## config.mk

```make
export PLATFORM = sky130hd
export DESIGN_NAME = tgate_sched
export DESIGN_NICKNAME = d
export VERILOG_FILES = /design/src/rtl/tgate_pkg.sv /design/src/rtl/tgate_list_mem.sv /design/src/rtl/tgate_interval_timer.sv /design/src/rtl/tgate_cycle_ctrl.sv /design/src/rtl/tgate_sched.sv
export SDC_FILE = /design/constraint.sdc
export NUM_CORES = 1
export LEC_CHECK = 0
export BUFFER_PORTS_ARGS = -buffer_cell sky130_fd_sc_hd__buf_4
export CORE_MARGIN = 1.5
export CORE_UTILIZATION = 56
export CTS_CLUSTER_SIZE = 16
export DETAILED_ROUTE_END_ITERATION = 10
export HOLD_SLACK_MARGIN = 0.06
export PLACE_DENSITY = 0.77
export SYNTH_ARGS = -nofsm -noshare
export SYNTH_HDL_FRONTEND = slang
export SYNTH_SLANG_ARGS = --single-unit
```

## constraint.sdc

```tcl
create_clock -name clk -period 11.9 [get_ports clk]
set_input_delay 1.785 -clock clk [delete_from_list [all_inputs] [get_ports clk]]
set_output_delay 1.785 -clock clk [all_outputs]
set_load 0.02 [all_outputs]
```

## src/rtl/tgate_pkg.sv

```systemverilog
package tgate_pkg;
  function automatic int unsigned idx_bits(int unsigned n);
    return (n > 1) ? $clog2(n) : 1;
  endfunction
endpackage

```

## src/rtl/tgate_list_mem.sv

```systemverilog
module tgate_list_mem #(
  parameter int NUM_QUEUES  = 8,
  parameter int MAX_ENTRIES = 16,
  parameter int INTERVAL_W  = 16,
  localparam int IDX_W   = tgate_pkg::idx_bits(MAX_ENTRIES),
  localparam int ENTRY_W = NUM_QUEUES + INTERVAL_W + 1
) (
  input  logic                  clk,
  input  logic                  wr_en,
  input  logic                  wr_bank,
  input  logic [IDX_W-1:0]      wr_idx,
  input  logic [NUM_QUEUES-1:0] wr_gates,
  input  logic [INTERVAL_W-1:0] wr_interval,
  input  logic                  wr_last,
  input  logic                  rd_bank,
  input  logic [IDX_W-1:0]      rd_idx,
  output logic [NUM_QUEUES-1:0] rd_gates,
  output logic [INTERVAL_W-1:0] rd_interval,
  output logic                  rd_last
);
  localparam int DEPTH = 2 * MAX_ENTRIES;

  logic [ENTRY_W-1:0] store [DEPTH];
  logic [ENTRY_W-1:0] rd_word;

  always_ff @(posedge clk) begin
    if (wr_en)
      store[{wr_bank, wr_idx}] <= {wr_gates, wr_interval, wr_last};
  end

  assign rd_word     = store[{rd_bank, rd_idx}];
  assign rd_gates    = rd_word[ENTRY_W-1 -: NUM_QUEUES];
  assign rd_interval = rd_word[INTERVAL_W:1];
  assign rd_last     = rd_word[0];
endmodule

```

## src/rtl/tgate_interval_timer.sv

```systemverilog
module tgate_interval_timer #(
  parameter int INTERVAL_W = 16
) (
  input  logic                  clk,
  input  logic                  rst,
  input  logic                  load,
  input  logic [INTERVAL_W-1:0] load_val,
  output logic                  expired
);
  logic [INTERVAL_W-1:0] ticks_left;

  always_ff @(posedge clk) begin
    if (rst)
      ticks_left <= '0;
    else if (load)
      ticks_left <= (load_val == '0) ? '0 : load_val - 1'b1;
    else if (ticks_left != '0)
      ticks_left <= ticks_left - 1'b1;
  end

  assign expired = (ticks_left == '0);

  // an idle counter at zero must stay at zero (no wrap-around)
  assert_no_underflow_R4: assert property (@(posedge clk) disable iff (rst)
    (!load && ticks_left == '0) |=> (ticks_left == '0));
endmodule

```

## src/rtl/tgate_cycle_ctrl.sv

```systemverilog
module tgate_cycle_ctrl #(
  parameter int NUM_QUEUES  = 8,
  parameter int MAX_ENTRIES = 16,
  localparam int IDX_W = tgate_pkg::idx_bits(MAX_ENTRIES)
) (
  input  logic                  clk,
  input  logic                  rst,
  input  logic                  enable,
  input  logic                  swap_req,
  input  logic                  expired,
  input  logic [NUM_QUEUES-1:0] rd_gates,
  input  logic                  rd_last,
  output logic                  rd_bank,
  output logic [IDX_W-1:0]      rd_idx,
  output logic                  load,
  output logic                  wr_bank,
  output logic [NUM_QUEUES-1:0] gate_open,
  output logic                  cycle_start
);
  localparam logic [IDX_W-1:0] TOP_IDX = IDX_W'(MAX_ENTRIES - 1);

  logic             running;
  logic             active;
  logic             pending;
  logic             cur_last;
  logic [IDX_W-1:0] idx;
  logic             at_end;
  logic             begin_cycle;
  logic             step;

  assign at_end      = expired && (cur_last || idx == TOP_IDX);
  assign begin_cycle = enable && (!running || at_end);
  assign step        = enable && running && expired && !at_end;
  assign load        = begin_cycle || step;
  assign rd_bank     = begin_cycle ? (active ^ pending) : active;
  assign rd_idx      = begin_cycle ? '0 : idx + 1'b1;
  assign wr_bank     = ~active;

  always_ff @(posedge clk) begin
    if (rst) begin
      running     <= 1'b0;
      active      <= 1'b0;
      pending     <= 1'b0;
      cur_last    <= 1'b0;
      idx         <= '0;
      gate_open   <= '1;
      cycle_start <= 1'b0;
    end else begin
      pending <= (pending & ~begin_cycle) | swap_req;
      if (!enable) begin
        running     <= 1'b0;
        gate_open   <= '1;
        cycle_start <= 1'b0;
      end else if (load) begin
        running     <= 1'b1;
        active      <= rd_bank;
        idx         <= rd_idx;
        cur_last    <= rd_last;
        gate_open   <= rd_gates;
        cycle_start <= begin_cycle;
      end else begin
        cycle_start <= 1'b0;
      end
    end
  end

  assert_disabled_open_R2: assert property (@(posedge clk) disable iff (rst)
    !enable |=> (&gate_open && !cycle_start));

  assert_hold_gates_R3: assert property (@(posedge clk) disable iff (rst)
    (enable && running && !expired) |=> $stable(gate_open));

  assert_bank_at_boundary_R8: assert property (@(posedge clk) disable iff (rst)
    !begin_cycle |=> $stable(active));

  assert_start_pulse_R9: assert property (@(posedge clk) disable iff (rst)
    $rose(enable) |=> cycle_start);
endmodule

```

## src/rtl/tgate_sched.sv

```systemverilog
module tgate_sched #(
  parameter int NUM_QUEUES  = 8,
  parameter int MAX_ENTRIES = 16,
  parameter int INTERVAL_W  = 16,
  localparam int IDX_W = tgate_pkg::idx_bits(MAX_ENTRIES)
) (
  input  logic                  clk,
  input  logic                  rst,
  input  logic                  enable,
  input  logic                  swap_req,
  input  logic                  wr_en,
  input  logic [IDX_W-1:0]      wr_idx,
  input  logic [NUM_QUEUES-1:0] wr_gates,
  input  logic [INTERVAL_W-1:0] wr_interval,
  input  logic                  wr_last,
  output logic [NUM_QUEUES-1:0] gate_open,
  output logic                  cycle_start
);
  logic                  rd_bank;
  logic [IDX_W-1:0]      rd_idx;
  logic [NUM_QUEUES-1:0] rd_gates;
  logic [INTERVAL_W-1:0] rd_interval;
  logic                  rd_last;
  logic                  wr_bank;
  logic                  load;
  logic                  expired;

  tgate_list_mem #(
    .NUM_QUEUES(NUM_QUEUES), .MAX_ENTRIES(MAX_ENTRIES), .INTERVAL_W(INTERVAL_W)
  ) u_mem (
    .clk(clk), .wr_en(wr_en), .wr_bank(wr_bank), .wr_idx(wr_idx),
    .wr_gates(wr_gates), .wr_interval(wr_interval), .wr_last(wr_last),
    .rd_bank(rd_bank), .rd_idx(rd_idx),
    .rd_gates(rd_gates), .rd_interval(rd_interval), .rd_last(rd_last)
  );

  tgate_interval_timer #(.INTERVAL_W(INTERVAL_W)) u_timer (
    .clk(clk), .rst(rst), .load(load), .load_val(rd_interval), .expired(expired)
  );

  tgate_cycle_ctrl #(.NUM_QUEUES(NUM_QUEUES), .MAX_ENTRIES(MAX_ENTRIES)) u_ctrl (
    .clk(clk), .rst(rst), .enable(enable), .swap_req(swap_req),
    .expired(expired), .rd_gates(rd_gates), .rd_last(rd_last),
    .rd_bank(rd_bank), .rd_idx(rd_idx), .load(load), .wr_bank(wr_bank),
    .gate_open(gate_open), .cycle_start(cycle_start)
  );

  // a write must never target the bank that is being replayed
  assert_write_idle_bank_R7: assert property (@(posedge clk) disable iff (rst)
    (wr_en && !load) |-> (wr_bank != rd_bank));
endmodule

```

==> reports/metrics.csv <==
stage,metric,value,unit
outcome,status,"complete, no violations",
cells_and_area,syn_to_final_growth,11.7,%
logic_synthesis,synth_edf_count,800,
logic_synthesis,synth_async_sr_flop_share,0,
sta,slew_headroom,0.149,
sta,hold_viol_final,0,
drt,drc,0,
global_routing,grt_max_degree,106,
logic_synthesis,ys_ff_latch,833,
worst_hold_path,worstHoldPathType,register to register,
logic_synthesis,yosysTopAreaCellShare,0.697,
cells_and_area,n_fill_cell,4208,
critical_path,timing.rr.start,u_ctrl.idx[0],
logic_synthesis,ys.flop_type,edfxtp_1,
logic_synthesis,yosys-top-cells-area,"edfxtp_1 70%, nand2_1 2.9%, mux2i_1 2.2%",
floorplan,core_area,0.0606,sq mm
sta,tightestPinTransition,1.27,ns
clocking,path_clk_slew,0.06,ns
sta,fin_crit_sh,0.564,
clocking,clock_path_buffers,3,
clocking,cts_tree,built,
clocking,cts_hold_buf,0,
cells_and_area,layout.nets,2512,
logic_synthesis,synth_fp_nets,2500,
global_routing,antenna_found_initial,2,
drt,dr.pass1.iters,9,
sta,slew_viol_final,0,
clocking,ctsHtreeMaxLevel,3,
clocking,cts_resized,0,
place,dp_hpwl,52.3,mm
logic_synthesis,syn-instance-count,2462,
sta,clock_skew,0.0198,ns
critical_path,cp.arrival,7.25,ns
global_routing,grt_use_total,0.312,
clocking,worstSkewPairLatency,0.63,ns
sta,finalSetupViolCount,0,
power_and_ir_drop,finalPower,6410,uW
drt,wl_per_cell,29.7,um
critical_path,regToRegSetupSlack,5.19,ns
clocking,clock-sinks,833,
worst_hold_path,holdCritStartpoint,u_ctrl.idx[1],
floorplan,die-area,0.0631,sq mm
logic_synthesis,ys_warn_count,0,
clocking,root_buffer,clkbuf_16,
power_and_ir_drop,ir_drop,0.000131,V
drt,ant_nets,0,
critical_path,r2r_cells,16,
logic_synthesis,ys_seq_area_frac,0.716,
clocking,cts_inserted_buffers,81,
place,port_buffers,42,
critical_path,end_kind,register,
power_and_ir_drop,p_leak,0.0121,uW
power_and_ir_drop,power_density,166,mW/mm^2
sta,rsz0062_at_grt,no,
global_routing,grt_pass1_vias,22607,
floorplan,start_util,0.569,
logic_synthesis,syn-cell-area,0.0345,sq mm
drt,drt_wl_total,98.6,mm
drt,num_vias,23066,
sta,fin_tns_setup,0,ns
critical_path,cp-start-kind,register,
drt,drtIter0Drc,3346,
worst_hold_path,whs_path_depth,2,
critical_path,reg2reg_to,u_timer.ticks_left[10],
cells_and_area,drive_gt1_frac,0.135,
critical_path,crit_required,12.44,ns
sta,timing.fmax,0.149,GHz
floorplan,rows,90,
global_routing,grt_overflow_total,0,
global_routing,grt_pass1_wl,144,mm
sta,final.min_clock_period,6.71,ns
place,place_congestion,0.925,
drt,routed_via_density,6.94,
logic_synthesis,synth.most_common_cell,edfxtp_1,
critical_path,critPathMaxFanout,105,
logic_synthesis,synth.largest_area_cell,edfxtp_1,
worst_hold_path,hold_path_end,u_ctrl.idx[1],
logic_synthesis,ys_types,86,
logic_synthesis,yosys-top-cells-count,"800 x edfxtp_1, 262 x nand2_1, 143 x nand3_1",
floorplan,pin_count,43,
floorplan,dieHeight,251,um
floorplan,die_x,251,um
logic_synthesis,synth.avg_cell_area,14.0,sq um
clocking,post-cts-setup-buffer-count,0,
critical_path,path_class,register to register,
job,drv_cap,0,
-- worst max-delay path, stage by stage, from the launching register on --
cell,delay (ns)
dfxtp_4,0.88
ha_1,0.49
xor2_4,0.16
buf_4,0.51
nand2_1,0.14
buf_4,0.27
a21oi_4,0.59
buf_4,0.75
buf_4,0.90
a22oi_1,0.19
a221oi_1,0.34
o32ai_1,0.31
nand3b_1,0.27
nor4_4,0.09
nand4b_2,0.23
nand2_2,0.16
o22ai_1,0.22
-- cells by family after synthesis --
family	synth area share
simple gates	0.0980
flops	0.716
compound gates	0.115
xor+xnor	0.00809
mux	0.0370
buf+inv	0.0244
fa+ha+maj	0.00145
-- per-stage QoR --
step / area, sq um / setup WS, ns / std cells / hold slack, ns / util
after CTS: 38500 / 5.28 / 3321 / 0.489 / 0.636
after detailed placement: 35900 / 4.99 / 3173 / 0.480 / 0.592
after global placement: 35900 / 5.23 / 3173 / 0.471 / 0.592
final: 38500 / 5.19 / 3323 / 0.497 / 0.636
after global routing: 38500 / 4.84 / 3321 / 0.505 / 0.636
after floorplan: 34500 / 6.76 / 2462 / 0.454 / -
-- layout by cell type, fill, tap and decap left out, drive strengths merged, types with 16 or more instances in the layout --
cell      n
edfxtp  800
nand2   263
nand3   143
nor2    142
buf     107
o21ai   102
clkbuf  101
mux2i    77
a21oi    73
nor3     71
a211oi   60
o211ai   57
mux2     41
dfxtp    33
o22ai    30
a31oi    26
or3      26
inv      26
clkinv   24
a32oi    20
a221oi   20
o311ai   19
and3     18
a311oi   18
o221ai   17
xor2     16
-- registers in the layout, summed over array words and instances, names as in the netlist --
register / cells
u_mem.store: 800
u_timer.ticks_left: 16
u_ctrl.gate_open: 8
u_ctrl.idx: 4
u_ctrl.active: 1
u_ctrl.cur_last: 1
u_ctrl.cycle_start: 1
u_ctrl.pending: 1
u_ctrl.running: 1
-- layer usage --
| layer | global-route usage | wire (um) | vias to the layer above |
|---|---|---|---|
| li1 | - | - | 9676 |
| met3 | 0.0685 | 11400 | 352 |
| met4 | 0.156 | 5240 | 0 |
| met2 | 0.500 | 46300 | 1690 |
| met1 | 0.407 | 35700 | 11348 |
| met5 | 0 | 0 | - |
-- worst max path at each step --
stage,from,endpoint,slack (ns),cells past startpoint
after CTS,u_ctrl.idx[0],u_timer.ticks_left[6],5.28,16
after global routing,u_ctrl.idx[0],u_timer.ticks_left[6],4.84,16
after global placement,enable,u_timer.ticks_left[14],5.23,15
after floorplan,enable,u_timer.ticks_left[9],6.76,17
final,u_ctrl.idx[0],u_timer.ticks_left[10],5.19,16
after detailed placement,enable,u_timer.ticks_left[10],4.99,15
-- layout make-up --
class / instances / area [sq um] / area share
flip-flops and latches: 833 / 24700 / 0.641
multi-input cells: 1434 / 9320 / 0.242
clock buffers: 101 / 2110 / 0.0548
well taps: 782 / 978 / 0.0254
repair buffers: 107 / 803 / 0.0209
clock inverters: 47 / 551 / 0.0143
inverters: 17 / 63.8 / 0.00166
diodes: 2 / 5.00 / 0.000130
-- where the power goes --
group	switching (uW)	internal [uW]	total, uW
sequential	34.9	3250	3280
clock	1090	1510	2600
combinational	365	160	525
Power figures use the tool's default switching activity.
